$ cat config.mk
export PLATFORM = sky130hd
export DESIGN_NAME = spdif_tx
export DESIGN_NICKNAME = d
export VERILOG_FILES = /design/src/rtl/spdif_tx_pkg.sv /design/src/rtl/spdif_tx_seq.sv /design/src/rtl/spdif_tx_fmt.sv /design/src/rtl/spdif_tx_bmc.sv /design/src/rtl/spdif_tx.sv
export SDC_FILE = /design/constraint.sdc
export NUM_CORES = 1
export LEC_CHECK = 0
export BUFFER_PORTS_ARGS = -buffer_cell sky130_fd_sc_hd__buf_2
export CAP_MARGIN = 20
export CORE_AREA = 2 2 326 328
export DETAILED_ROUTE_END_ITERATION = 16
export DIE_AREA = 0 0 328 330
export PLACE_DENSITY = 0.42
export SYNTH_ARGS = -nofsm -noshare
export SYNTH_HDL_FRONTEND = slang
export SYNTH_SLANG_ARGS = --single-unit
$ cat constraint.sdc
create_clock -name clk_i -period 3.95 [get_ports clk_i]
set_input_delay 0.79 -clock clk_i [delete_from_list [all_inputs] [get_ports clk_i]]
set_output_delay 0.79 -clock clk_i [all_outputs]
set_load 0.05 [all_outputs]
$ cat src/rtl/spdif_tx_pkg.sv
package spdif_tx_pkg;
  localparam int WORD_W    = 32;
  localparam int FIELD_W   = 24;
  localparam int PAY_W     = FIELD_W + 4;
  localparam int CELLS     = 64;
  localparam int PRE_CELLS = 8;
  localparam int NIB_W     = $clog2(WORD_W / 4);
  localparam int CELL_W    = $clog2(CELLS);
  // preamble cell levels, MSB first, relative to a low starting level
  localparam logic [PRE_CELLS-1:0] PRE_BLK   = 8'b11101000;
  localparam logic [PRE_CELLS-1:0] PRE_LEFT  = 8'b11100010;
  localparam logic [PRE_CELLS-1:0] PRE_RIGHT = 8'b11100100;
endpackage

$ cat src/rtl/spdif_tx_seq.sv
module spdif_tx_seq
  import spdif_tx_pkg::*;
#(
  parameter int FRAMES = 192,
  localparam int FW    = $clog2(FRAMES)
) (
  input  logic                 clk_i,
  input  logic                 rst_ni,
  input  logic                 cell_en_i,
  output logic                 load_o,
  output logic                 chan_o,
  output logic [FW:0]          sf_idx_o,
  output logic [PRE_CELLS-1:0] pat_o,
  output logic [CELL_W-1:0]    ncell_o
);
  logic [CELL_W-1:0] cnt_q;
  logic              side_q;
  logic [FW-1:0]     frame_q;

  assign load_o   = cell_en_i && (cnt_q == CELL_W'(CELLS - 1));
  assign ncell_o  = cnt_q + 1'b1;
  assign chan_o   = side_q;
  assign sf_idx_o = {frame_q, side_q};
  assign pat_o    = side_q ? PRE_RIGHT : (frame_q == '0) ? PRE_BLK : PRE_LEFT;

  always_ff @(posedge clk_i or negedge rst_ni) begin
    if (!rst_ni) begin
      cnt_q   <= CELL_W'(CELLS - 1);
      side_q  <= 1'b0;
      frame_q <= '0;
    end else if (cell_en_i) begin
      cnt_q <= ncell_o;
      if (load_o) begin
        side_q <= ~side_q;
        if (side_q) frame_q <= (frame_q == FW'(FRAMES - 1)) ? '0 : frame_q + 1'b1;
      end
    end
  end
endmodule

$ cat src/rtl/spdif_tx_fmt.sv
module spdif_tx_fmt
  import spdif_tx_pkg::*;
(
  input  logic [WORD_W-1:0] word_i,
  input  logic [NIB_W-1:0]  nib_i,
  input  logic              v_i,
  input  logic              u_i,
  input  logic              c_i,
  output logic [PAY_W-1:0]  pay_o
);
  logic [WORD_W-1:0]  aligned;
  logic [FIELD_W-1:0] field;

  assign aligned = word_i >> {nib_i, 2'b00};
  assign field   = aligned[FIELD_W-1:0];
  assign pay_o   = {^{c_i, u_i, v_i, field}, c_i, u_i, v_i, field};
endmodule

$ cat src/rtl/spdif_tx_bmc.sv
module spdif_tx_bmc
  import spdif_tx_pkg::*;
(
  input  logic                 clk_i,
  input  logic                 rst_ni,
  input  logic                 cell_en_i,
  input  logic                 load_i,
  input  logic [CELL_W-1:0]    ncell_i,
  input  logic [PRE_CELLS-1:0] pat_i,
  input  logic [PAY_W-1:0]     pay_i,
  output logic                 line_o
);
  logic                 line_q, base_q, line_d;
  logic [PRE_CELLS-1:0] pat_q, pat_eff;
  logic [PAY_W-1:0]     pay_q;
  logic                 base_eff;
  logic [4:0]           pidx;

  assign pat_eff  = load_i ? pat_i : pat_q;
  assign base_eff = load_i ? line_q : base_q;
  assign pidx     = 5'(ncell_i[CELL_W-1:1]) - 5'd4;

  always_comb begin
    if (ncell_i < CELL_W'(PRE_CELLS))
      line_d = base_eff ^ pat_eff[3'd7 - ncell_i[2:0]];
    else if (!ncell_i[0])
      line_d = ~line_q;
    else
      line_d = line_q ^ pay_q[pidx];
  end

  always_ff @(posedge clk_i or negedge rst_ni) begin
    if (!rst_ni) begin
      line_q <= 1'b0;
      base_q <= 1'b0;
      pat_q  <= '0;
      pay_q  <= '0;
    end else if (cell_en_i) begin
      line_q <= line_d;
      if (load_i) begin
        base_q <= line_q;
        pat_q  <= pat_i;
        pay_q  <= pay_i;
      end
    end
  end

  assign line_o = line_q;
endmodule

$ cat src/rtl/spdif_tx.sv
module spdif_tx
  import spdif_tx_pkg::*;
#(
  parameter int LANES  = 2,
  parameter int FRAMES = 192,
  localparam int SF    = 2 * FRAMES,
  localparam int FW    = $clog2(FRAMES)
) (
  input  logic                    clk_i,
  input  logic                    rst_ni,
  input  logic                    cell_en_i,
  input  logic [LANES*WORD_W-1:0] sample_i,
  input  logic [NIB_W-1:0]        nib_off_i,
  input  logic                    valid_l_i,
  input  logic                    valid_r_i,
  input  logic [SF-1:0]           cstat_i,
  input  logic [SF-1:0]           udata_i,
  output logic                    load_o,
  output logic                    chan_o,
  output logic [LANES-1:0]        sdo_o
);
  logic [FW:0]          sf_idx;
  logic [PRE_CELLS-1:0] pat;
  logic [CELL_W-1:0]    ncell;
  logic                 v_bit, u_bit, c_bit;

  spdif_tx_seq #(.FRAMES(FRAMES)) u_seq (
    .clk_i, .rst_ni, .cell_en_i,
    .load_o, .chan_o, .sf_idx_o(sf_idx), .pat_o(pat), .ncell_o(ncell)
  );

  assign v_bit = chan_o ? valid_r_i : valid_l_i;
  assign u_bit = udata_i[sf_idx];
  assign c_bit = cstat_i[sf_idx];

  for (genvar l = 0; l < LANES; l++) begin : g_lane
    logic [PAY_W-1:0] pay;
    spdif_tx_fmt u_fmt (
      .word_i(sample_i[l*WORD_W +: WORD_W]), .nib_i(nib_off_i),
      .v_i(v_bit), .u_i(u_bit), .c_i(c_bit), .pay_o(pay)
    );
    spdif_tx_bmc u_bmc (
      .clk_i, .rst_ni, .cell_en_i, .load_i(load_o), .ncell_i(ncell),
      .pat_i(pat), .pay_i(pay), .line_o(sdo_o[l])
    );
  end
endmodule

==> summary.md, run 1 <==
| Metric | Value |
|---|---|
| CP endpoint kind | register |
| Tot Pwr | around 6.1 mW |
| Library cell with the largest summed area after synthesis | mux4_2 |
| Post-Synthesis Cells | roughly 1100 |
| Leakage Power | 8.819 nW |
| Slew headroom | about two fifths |
| Fill cell count | 11718 |
| Die W | ~330 um |
| Clock root cell | clkbuf_16 |
| Reg clk slew, reported paths | 0.07 ns |
| Die ar. | between 0.1 and 0.15 mm^2 |
| CP cell instances | buf_12 -> buf_8 -> mux4_2 -> mux4_2 -> a211o_1 -> a32oi_2 -> o211ai_1 -> buf_4 -> xnor2_1 -> xnor3_1 -> o21ai_1 |
| Max FO, Critical Path | 19 |
| F_max | between 200 and 300 MHz |
| Max-cap violation count | 0 |
| Design area | 0.01944 mm^2 |
| Dpl cells | 3303 |
| Post-synthesis simple-gate area fraction | 7.980% |
| Final worst path period share | 97.58% |
| Number of global-route vias before repair | 14831 |
| PwrDens | 315.9 mW/mm^2 |
| H-tree levels | 3 |
| P_int | 3.703 mW |
| Final slew viol count | 0 |
| Skew final | 0.009527 ns |
| Avg Inst Size Synth | around 12 um^2 |
| Largest net degree at the start of global routing | 84 |
| Layout cells sized above 1 | between 60 and 70% |
| Adder-cell share of the synthesized area | less than 1% |
| Switching Fraction | 39.70% |
| Fin. Hold Viols | 0 |
| Synth Area in Compound Gates | about 12% |
| Synth-to-layout area growth | 55.15% |
| Yosys cell types | 68 |
| Vert. Die Dim | 330 um |
| Hold Buf Count CTS | 0 |
| I/O Buffers | 843 |
| Synth top cells by count | 209 x mux4_2, 131 x mux2i_1, 86 x nand2_1 |
| Worst EP required | 4.23 ns |
| Top cells by area, synth | mux4_2 38%, dfrtp_1 16%, mux2i_1 10% |
| Fin cells | 3334 |
| DR iter-0 viols | 967 |
| Final min period | 3.854 ns |
| RSZ-0062 raised after global routing | no |
| Comb power frac | approximately 65% |
| Post-Synth XOR/XNOR Area | 5.343% |
| Worst Tran Pin Value | 0.9271 ns |
| Total track usage | 16.40% |
| Row cnt | about 120 |
| Core ar. | 0.1047 mm^2 |
| Reg power frac | between 10% and 20% |
| Maximum buffer depth of the clock tree | 2 |
| Crit path top cell by count | mux4_2 |
| Placed cell area | 0.01899 mm^2 |
| Final Setup Violations | 0 |
| Sequential area share after synthesis | between 10% and 20% |
| Peak VDD IR | 0.0002353 V |
| Placed wire-length estimate after detailed placement | about 80 mm |
| Post-synthesis net count | ~1900 |
| Net Switching | 2.438 mW |
| Hold WC Path Type | register to register |
| DRC | 0 |
| Insertion delay to the later sink of the worst-skew pair | 0.37 ns |
| Yosys warns | 0 |
| Crit path arrival time | 4.14 ns |
| Clock power share | roughly 17% |
| WL final | 91.91 mm |
| Post-synth EDFFs | 0 |
| DR pass1 iterations | 4 |
| Routed vias | between 10000 and 15000 |
| Initial Util | a little under an eighth |
| Max incr delay on CP | 0.64 ns |
| Synth top area share | 37.57% |
| Worst path slowest cell | mux4_2 |
| Multiplexer area fraction after synthesis | 52.05% |
| Netlist Area Pre-Place | approximately 0.013 mm^2 |
| CTS tree | built |
| Worst Path Buf+Inv | 3 |
| Vias/cell | 4.211 |
| TNS Setup | 0 ns |
| Most common cell in the synthesized netlist | mux4_2 |
| Main combinational cell family by area after synthesis | multiplexers |
| GPL Wtd Cong | 1.002 |
| Delay-heaviest family, CP | multiplexers |
| First-pass GRT wire length | 122.9 mm |
| Global route overflow | 0 |
| Clk sinks | 88 |
| Top Ports | 844 |
| Primary FF master, synth | dfrtp_1 |
| Post-synthesis register bit count | between 80 and 90 |
| Final nets | 2769 |
| Asr flop ratio synth | 100.0% |
| Setup Crit Path Kind | register to register |
| Initial antenna violation count | between 40 and 50 |
| ANT nets after route | 0 |
| CP Launch Type | register |
| Status | complete, no violations |
| Wire per inst | 27.57 um |
| Clock buffer count from CTS | 9 |
[cells in the final DEF, fill, tap and decap left out, types with 20 or more instances in the layout]
master and instances:
buf_2 842, mux2i_1 131, nor2_1 25, xnor2_1 35, buf_4 98, dfrtp_1 77
mux2_2 26, nand2_1 86, a21oi_1 28, a22o_1 20, a22oi_1 25, o21ai_0 50
mux4_2 209
[final cells by class]
class                   instances  area, um^2  share of cell area, %
diodes                         13       32.53                 0.1674
clock buffers                  10       239.0                  1.229
clock inverters                 6       97.59                 0.5021
inverters                      11       41.29                 0.2124
multi-input cells             854        9717                  49.99
flip-flops and latches         88        2223                  11.44
well taps                    1391        1740                  8.954
repair buffers                961        5346                  27.51
[metrics by stage]
stage	setup WS, ns	hold slack, ns	utilization, %
2_1_floorplan	0.5296	0.4271	-
3_3_place_gp	-0.1684	0.4456	18.13
3_5_place_dp	-0.1459	0.4484	18.14
4_1_cts	0.01483	0.4667	18.49
5_1_grt	0.007160	0.4843	18.54
6_report	0.09565	0.4625	18.57
[worst register-to-register path, stage by stage (launching register included)]
cell,delay (ns)
dfrtp_4,0.49
buf_12,0.19
buf_8,0.28
mux4_2,0.65
mux4_2,0.55
a211o_1,0.33
a32oi_2,0.33
o211ai_1,0.20
buf_4,0.21
xnor2_1,0.18
xnor3_1,0.24
o21ai_1,0.14
[final timing paths]
check / to / depth (start not counted) / startpoint / slack [ns]
min in group asynchronous: g_lane[1].u_bmc.pay_q[10]$_DFFE_PN0P_ / 1 / rst_ni / 0.52
max in group asynchronous: u_seq.cnt_q[0]$_DFFE_PN1P_ / 2 / rst_ni / 2.55
min: g_lane[1].u_bmc.pat_q[7]$_DFFE_PN0P_ / 1 / g_lane[1].u_bmc.pat_q[7]$_DFFE_PN0P_ / 0.46
max reg2reg: g_lane[0].u_bmc.pay_q[27]$_DFFE_PN0P_ / 11 / u_seq.chan_o$_DFFE_PN0P_ / 0.1
min reg2reg: g_lane[1].u_bmc.pat_q[7]$_DFFE_PN0P_ / 1 / g_lane[1].u_bmc.pat_q[7]$_DFFE_PN0P_ / 0.46
max: g_lane[0].u_bmc.pay_q[27]$_DFFE_PN0P_ / 11 / u_seq.chan_o$_DFFE_PN0P_ / 0.1
[power by group through the flow]
stage | sequential, mW | combinational [mW] | clock [mW]
6_report | 1.17 | 3.96 | 1.01
5_1_grt | 1.19 | 4.27 | 1.07
4_1_cts | 1.17 | 4.05 | 1.05
3_5_place_dp | 1.19 | 4.02 | 0
3_3_place_gp | 1.19 | 4.02 | 0
2_1_floorplan | 1.13 | 2.38 | 0
[what timing repair did]
item,4_1_cts,5_1_grt
endpoints found under the setup margin,2,2
gates cloned,0,0
buffers inserted,0,2
gates resized for setup,4,6
[flip-flops by register name, indices dropped and copies added (netlist names)]
signal,cells
u_seq.cnt_q,6
g_lane.u_bmc.line_o,2
u_seq.frame_q,8
u_seq.chan_o,1
g_lane.u_bmc.base_q,2
g_lane.u_bmc.pay_q,53
g_lane.u_bmc.pat_q,16
[routing by layer]
metal | share of wire (%) | global-route usage, % | routed length, um | vias to the layer above
met4 | 1.5 | 2.663 | 1343 | 18
met3 | 6.8 | 2.684 | 6220 | 64
met5 | 0.13 | 0 | 118 | -
met1 | 43 | 22.05 | 39860 | 7122
li1 | - | - | - | 6119
met2 | 48 | 27.95 | 44370 | 717
[cells by family (layout without fill, tap and decap cells)]
group           after synthesis  in the layout
fa+ha+maj                     4              4
other cells                   0             13
mux                         374            374
simple gates                208            208
compound gates              209            209
xor+xnor                     59             59
flops                        88             88
buf+inv                     123            988
No activity file was read; power rests on OpenSTA's default activity.
==> inputs of run 2 (changes only) <==
--- a/config.mk
+++ b/config.mk
@@ -11,6 +11,7 @@
 export DETAILED_ROUTE_END_ITERATION = 16
 export DIE_AREA = 0 0 328 330
 export PLACE_DENSITY = 0.42
+export RECOVER_POWER = 50
 export SYNTH_ARGS = -nofsm -noshare
 export SYNTH_HDL_FRONTEND = slang
 export SYNTH_SLANG_ARGS = --single-unit
==> summary.md, run 2 (synthesis gave the netlist of run 1 again) <==
| Metric | Value |
|---|---|
| Status | finished with violations |
| Failing checks | capacitance limit, slew limit |
| Max FFs per register | 53 (unchanged) |
| ANT nets after route | 0 (unchanged) |
| Clock buffer count from CTS | 9 (unchanged) |
| Die W | 328 um (unchanged) |
| Final worst path period share | 97.81% (+0.23 points) |
| Hold Buf Count CTS | 0 (unchanged) |
| Max FO, Critical Path | 19 (unchanged) |
| Die ar. | 0.1082 mm^2 (unchanged) |
| Fin util | 18.57% (about the same) |
| CTS tree | built |
| P_int | 3.699 mW (about the same) |
| Comb power frac | 64.5% (about the same) |
| Vert. Die Dim | 330 um (unchanged) |
| Clock power share | 16.4% (about the same) |
| H-tree levels | 3 (unchanged) |
| Fill cell count | 11718 (unchanged) |
| Final slew viol count | 62 (+62) |
| Largest net degree at the start of global routing | 84 (unchanged) |
| Initial Util | 11.97% (unchanged) |
| DR iter-0 viols | 927 (-4.1%) |
| Max-cap violation count | 1 (+1) |
| Number of global-route vias before repair | 14831 (unchanged) |
| Most common cell after layout, fill and taps aside | buf_2 |
| Dpl cells | 3303 (unchanged) |
| Peak VDD IR | 0.0002361 V (+0.33%) |
| Skew final | 0.009607 ns (+0.00008040 ns) |
| Row cnt | 119 (unchanged) |
| Core ar. | 0.1047 mm^2 (unchanged) |
| Design area | 0.01943 mm^2 (about the same) |
| CP cell instances | buf_12 -> buf_8 -> mux4_2 -> mux4_2 -> a211o_1 -> a32oi_2 -> o211ai_1 -> buf_4 -> xnor2_1 -> xnor3_1 -> o21ai_1 |
| Delay-heaviest family, CP | multiplexers |
| Net Switching | 2.432 mW (-0.25%) |
| Worst EP required | 4.24 ns (about the same) |
| WL final | 91.92 mm (about the same) |
| First-pass GRT wire length | 122.9 mm (unchanged) |
| CP endpoint kind | register |
| Maximum buffer depth of the clock tree | 2 (unchanged) |
| RSZ-0062 raised after global routing | no |
| Worst path slowest cell | mux4_2 |
| F_max | 258.8 MHz (-0.23%) |
| Slew headroom | -18.14% (-56 points) |
| Placed wire-length estimate after detailed placement | 81.12 mm (unchanged) |
| Fin cells | 3336 (+0.060%) |
| Reg clk slew, reported paths | 0.07 ns (about the same) |
| Crit path top cell by count | mux4_2 |
| Insertion delay to the later sink of the worst-skew pair | 0.37 ns (about the same) |
| Largest regs | g_lane.u_bmc.pay_q x53, g_lane.u_bmc.pat_q x16, u_seq.frame_q x8 |
| Top Ports | 844 (unchanged) |
| Layout cells sized above 1 | 63.89% (-0.16 points) |
| GPL Wtd Cong | 1.002 (unchanged) |
| Vias/cell | 4.188 (-0.54%) |
| Routed vias | 13972 (-0.48%) |
| Max incr delay on CP | 0.64 ns (about the same) |
| DRC | 0 (unchanged) |
| Wire per inst | 27.55 um (about the same) |
| Total track usage | 16.40% (unchanged) |
| Setup Crit Path Kind | register to register |
| Switching Fraction | 39.66% (about the same) |
| PwrDens | 315.5 mW/mm^2 (-0.13%) |
| TNS Setup | 0 ns (unchanged) |
| Clk sinks | 88 (unchanged) |
| Hold WC Path Type | register to register |
| Worst Path Buf+Inv | 3 (unchanged) |
| Commonest non-fill, non-tap cells in the layout | 842 x buf_2, 209 x mux4_2, 131 x mux2i_1, 95 x buf_4, 86 x nand2_1 |
| Crit path arrival time | 4.15 ns (about the same) |
| Final nets | 2769 (unchanged) |
| Leakage Power | 8.811 nW (about the same) |
| Final min period | 3.863 ns (+0.009070 ns) |
| DR pass1 iterations | 5 (+1) |
| Placed cell area | 0.01899 mm^2 (unchanged) |
| Global route overflow | 0 (unchanged) |
| Clock root cell | clkbuf_16 |
| Register with the most flip-flops | g_lane.u_bmc.pay_q |
| Initial antenna violation count | 41 (unchanged) |
| Worst Tran Pin Value | 1.772 ns (+0.8451 ns) |
| Reg power frac | 19.1% (about the same) |
| Final Setup Violations | 0 (unchanged) |
| Synth-to-layout area growth | 55.11% (about the same) |
| I/O Buffers | 843 (unchanged) |
| Fin. Hold Viols | 0 (unchanged) |
| CP Launch Type | register |
run 2: final cells by class:
type / count / area (um^2) / area share, %
multi-input combinational: 854 / 9717 / 50.00
clock inverter: 6 / 97.59 / 0.5022
clock buffer: 10 / 239.0 / 1.230
timing repair buffer: 961 / 5336 / 27.46
antenna: 15 / 37.54 / 0.1932
inverter: 11 / 41.29 / 0.2125
sequential: 88 / 2223 / 11.44
tap: 1391 / 1740 / 8.956
run 2: layer usage:
layer | global-route usage [%] | share of wire [%]
met1 | 22.05 | 44
met2 | 27.95 | 48
met3 | 2.684 | 6.5
met4 | 2.663 | 1.5
met5 | 0 | 0.13
run 2: through the flow:
stage / power [mW] / setup WS [ns] / hold slack, ns
5_1_grt: 6.526 / 0.007160 / 0.4843
3_3_place_gp: 5.208 / -0.1684 / 0.4456
4_1_cts: 6.263 / 0.01483 / 0.4667
3_5_place_dp: 5.208 / -0.1459 / 0.4484
6_report: 6.131 / 0.08658 / 0.4598
2_1_floorplan: 3.513 / 0.5296 / 0.4271
run 2: final timing paths:
| kind | startpoint | endpoint | slack [ns] | cells after the start |
|---|---|---|---|---|
| max | u_seq.chan_o$_DFFE_PN0P_ | g_lane[0].u_bmc.pay_q[27]$_DFFE_PN0P_ | 0.09 | 11 |
| min | g_lane[0].u_bmc.pat_q[5]$_DFFE_PN0P_ | g_lane[0].u_bmc.pat_q[5]$_DFFE_PN0P_ | 0.46 | 1 |
| max reg2reg | u_seq.chan_o$_DFFE_PN0P_ | g_lane[0].u_bmc.pay_q[27]$_DFFE_PN0P_ | 0.09 | 11 |
| min reg2reg | g_lane[0].u_bmc.pat_q[5]$_DFFE_PN0P_ | g_lane[0].u_bmc.pat_q[5]$_DFFE_PN0P_ | 0.46 | 1 |
| max in group asynchronous | rst_ni | g_lane[0].u_bmc.pay_q[7]$_DFFE_PN0P_ | 1.49 | 2 |
| min in group asynchronous | rst_ni | g_lane[1].u_bmc.pay_q[14]$_DFFE_PN0P_ | 0.87 | 1 |
run 2: power groups by stage:
| stage | Clock (mW) | Combinational, mW | Sequential [mW] |
|---|---|---|---|
| after global placement | 0 | 4.02 | 1.19 |
| after detailed placement | 0 | 4.02 | 1.19 |
| after global routing | 1.07 | 4.27 | 1.19 |
| after floorplan | 0 | 2.38 | 1.13 |
| final | 1.01 | 3.96 | 1.17 |
| after CTS | 1.05 | 4.05 | 1.17 |
run 2: timing repair:
action / in CTS / in global routing
resized for setup: 4 / 6
endpoints found under the setup margin: 2 / 2
buffers inserted: 0 / 2
==> inputs of run 3 (changes only) <==
--- a/config.mk
+++ b/config.mk
@@ -5,12 +5,15 @@
 export SDC_FILE = /design/constraint.sdc
 export NUM_CORES = 1
 export LEC_CHECK = 0
+export ABC_AREA = 1
 export BUFFER_PORTS_ARGS = -buffer_cell sky130_fd_sc_hd__buf_2
 export CAP_MARGIN = 20
-export CORE_AREA = 2 2 326 328
+export CORE_AREA = 2 2 327 329
+export CTS_BUF_LIST = sky130_fd_sc_hd__clkbuf_16
+export CTS_CLUSTER_DIAMETER = 80
 export DETAILED_ROUTE_END_ITERATION = 16
-export DIE_AREA = 0 0 328 330
-export PLACE_DENSITY = 0.42
+export DIE_AREA = 0 0 329 331
+export PLACE_DENSITY = 0.45
 export RECOVER_POWER = 50
 export SYNTH_ARGS = -nofsm -noshare
 export SYNTH_HDL_FRONTEND = slang
==> summary.md, run 3 <==
| Metric | Value |
|---|---|
| Initial antenna violation count | 17 (-59%) |
| Post-cts sizing count | 0 (-4) |
| Post-synth EDFFs | 0 (unchanged) |
| Die ar. | 0.1089 mm^2 (+0.61%) |
| Reg clk slew, reported paths | 0.08 ns (about the same) |
| Peak VDD IR | 0.0004104 V (+74%) |
| CP Launch Type | register |
| Met1 Use GR | 22.53% (+0.47 points) |
| F_max | 289.2 MHz (+12%) |
| Crit path top cell by count | nand2_1 |
| Final slew viol count | 35 (-44%) |
| Largest regs | g_lane.u_bmc.pay_q x53, g_lane.u_bmc.pat_q x16, u_seq.frame_q x8 |
| Status | finished with violations |
| Final min period | 3.458 ns (-0.4054 ns) |
| Clock root cell | clkbuf_16 |
| Row cnt | 119 (unchanged) |
| CTS tree | built |
| Insertion delay to the later sink of the worst-skew pair | 0.35 ns (-0.02 ns) |
| Hold WC Path Type | register to register |
| Skew final | 0.01602 ns (+0.006414 ns) |
| Yosys warns | 0 (unchanged) |
| GR Util met3 | 1.583% (-1.1 points) |
| Max FFs per register | 53 (unchanged) |
| Max-cap violation count | 1 (unchanged) |
| Initial Util | 14.37% (+2.4 points) |
| Post-synthesis net count | 3766 (+97%) |
| Failing checks | capacitance limit, slew limit |
| First-pass GRT wire length | 137.0 mm (+11%) |
| Delay-heaviest family, CP | simple AND/OR/NAND/NOR gates |
| Routed vias | 21843 (+56%) |
| CP endpoint kind | register |
| ANT nets after route | 0 (unchanged) |
| Register with the most flip-flops | g_lane.u_bmc.pay_q |
| Primary FF master, synth | dfrtp_1 |
| Synth-to-layout area growth | 36.65% |
| PwrDens | 312.5 mW/mm^2 (-0.96%) |
| Setup Crit Path Kind | register to register |
| Hold Buf Count CTS | 0 (unchanged) |
| Most common cell in the synthesized netlist | nand2_1 |
| Max FO, Critical Path | 48 (+29) |
| Asr flop ratio synth | 100.0% (unchanged) |
| Vert. Die Dim | 331 um (+0.30%) |
| Largest net degree at the start of global routing | 139 (+65%) |
| Global route overflow | 0 (unchanged) |
| Top cells by area, synth | nand2_1 29%, nand3_1 14%, dfrtp_1 14% |
| DRC | 0 (unchanged) |
| Yosys cell types | 46 (-32%) |
| Worst path slowest cell | o21ai_0 |
| Final nets | 4468 (+61%) |
| Max incr delay on CP | 0.63 ns (about the same) |
| Fin. Hold Viols | 0 (unchanged) |
| WL final | 97.32 mm (+5.9%) |
| Vias/cell | 4.344 (+3.7%) |
| I/O Buffers | 843 (unchanged) |
| Netlist Area Pre-Place | 0.01509 mm^2 (+20%) |
| H-tree levels | 3 (unchanged) |
| Most common cell after layout, fill and taps aside | nand2_1 |
| GR peak layer | met2 |
| Hold Slack | 0.4525 ns (-0.007234 ns) |
| Layout cells sized above 1 | 27.28% (-37 points) |
| Crit path arrival time | 3.71 ns (-0.44 ns) |
| Core ar. | 0.1050 mm^2 (+0.28%) |
| Worst Path Buf+Inv | 3 (unchanged) |
| Die W | 329 um (+0.30%) |
| Slew headroom | -46.42% (-28 points) |
| GPL Wtd Cong | 0.9429 (-5.9%) |
| Worst EP required | 4.20 ns (-0.04 ns) |
| Worst Tran Pin Value | 2.196 ns (+0.4242 ns) |
| Clock buffer count from CTS | 9 (unchanged) |
| Total track usage | 16.77% (+0.37 points) |
| Number of global-route vias before repair | 20699 (+40%) |
| Wire per inst | 19.36 um (-30%) |
| Fill cell count | 12446 (+6.2%) |
| Library cell with the largest summed area after synthesis | nand2_1 |
| DR iter-0 viols | 1617 (+74%) |
| TNS Setup | 0 ns (unchanged) |
| Post-CTS setup buffers | 0 (unchanged) |
| DR pass1 iterations | 6 (+1) |
| Commonest non-fill, non-tap cells in the layout | 1170 x nand2_1, 842 x buf_2, 434 x nand3_1, 321 x nor2_1, 242 x o21ai_0 |
| Clk sinks | 88 (unchanged) |
| Synth top area share | 29.11% (-8.5 points) |
| Met2 usage | 29.08% (+1.1 points) |
| Post-synthesis register bit count | 88 (unchanged) |
| Final worst path period share | 87.55% (-10 points) |
| Leakage Power | 10.88 nW (+23%) |
| Maximum buffer depth of the clock tree | 2 (unchanged) |
| Final Setup Violations | 0 (unchanged) |
| Post-Synthesis Cells | 2922 (+170%) |
| Avg Inst Size Synth | 5.164 um^2 (-56%) |
| Placed wire-length estimate after detailed placement | 79.73 mm (-1.7%) |
| CP cell instances | clkinv_8 -> buf_12 -> o21ai_0 -> o21ai_0 -> nand2_1 -> nand2_1 -> inv_1 -> nand2_1 -> nand2_1 -> nand3_1 -> nand2_1 -> nand2_1 -> nand2_1 -> nand3_2 -> nand2_1 -> nand3_1 -> nand2_1 -> nand2_1 -> nand3_1 -> nand2_1 |
| Sequential area share after synthesis | 14.64% (-3.0 points) |
| Top Ports | 844 (unchanged) |
| Synth top cells by count | 1170 x nand2_1, 434 x nand3_1, 322 x nor2_1 |
| R2R Setup Slk | 0.49 ns (+0.41 ns) |
| RSZ-0062 raised after global routing | no |
==> run 3: changes by cell type after synthesis, moves of 134 or more <==
cell	change
nand2_1	+1084
mux4_2	-209
inv_1	+134
o21ai_0	+193
nand3_1	+416
nor2_1	+297
==> run 3: power breakdown <==
| part | leakage [nW] | internal, mW | switching, mW |
|---|---|---|---|
| clock | 0.138 | 0.441 | 0.411 |
| combinational | 9.65 | 1.50 | 2.90 |
| sequential | 1.08 | 1.07 | 0.122 |
==> run 3: through the flow <==
step           power [mW]  instances  worst slack, ns  util, %  area, um^2
2_1_floorplan       4.068       2922            1.186        -       15090
3_3_place_gp        5.655       5004           0.3057    19.36       20330
3_5_place_dp        5.642       5004           0.3495    19.36       20330
4_1_cts             6.532       5020           0.3424    19.64       20610
5_1_grt             7.074       5027           0.1246    19.64       20610
6_report            6.443       5028           0.4920    19.64       20620
==> run 3: cell type report <==
type / count / area [um^2] / share of cell area (%)
multi-input cells: 2454 / 10840 / 52.55
flip-flops and latches: 88 / 2221 / 10.77
diodes: 8 / 20.02 / 0.09710
well taps: 1391 / 1740 / 8.442
inverters: 159 / 614.3 / 2.980
clock inverters: 7 / 60.06 / 0.2913
clock buffers: 9 / 225.2 / 1.092
repair buffers: 912 / 4901 / 23.77
==> run 3: cell families after synthesis <==
group | count (synthesis) | synth area share, %
buf+inv | 380 | 13.56
compound gates | 440 | 15.81
flops | 88 | 14.64
fa+ha+maj | 4 | 0.3317
simple gates | 1994 | 54.62
xor+xnor | 16 | 1.028
==> run 3: worst paths after layout <==
path / startpoint / end / cells past startpoint
min in group asynchronous: rst_ni / g_lane[1].u_bmc.pay_q[20]$_DFFE_PN0P_ / 1
setup / recovery: u_seq.chan_o$_DFFE_PN0P_ / g_lane[1].u_bmc.pay_q[27]$_DFFE_PN0P_ / 20
setup reg to reg: u_seq.chan_o$_DFFE_PN0P_ / g_lane[1].u_bmc.pay_q[27]$_DFFE_PN0P_ / 20
hold reg to reg: g_lane[0].u_bmc.pat_q[7]$_DFFE_PN0P_ / g_lane[0].u_bmc.pat_q[7]$_DFFE_PN0P_ / 1
max in group asynchronous: rst_ni / g_lane[1].u_bmc.pay_q[12]$_DFFE_PN0P_ / 2
hold / removal: g_lane[0].u_bmc.pat_q[7]$_DFFE_PN0P_ / g_lane[0].u_bmc.pat_q[7]$_DFFE_PN0P_ / 1
==> run 3: per-layer routing <==
layer	part of all wire [%]	up-vias	wire, um
li1	-	10849	-
met1	44	10075	42850
met2	48	830	46680
met3	6.0	87	5872
met4	2.0	2	1911
met5	0.0092	-	9
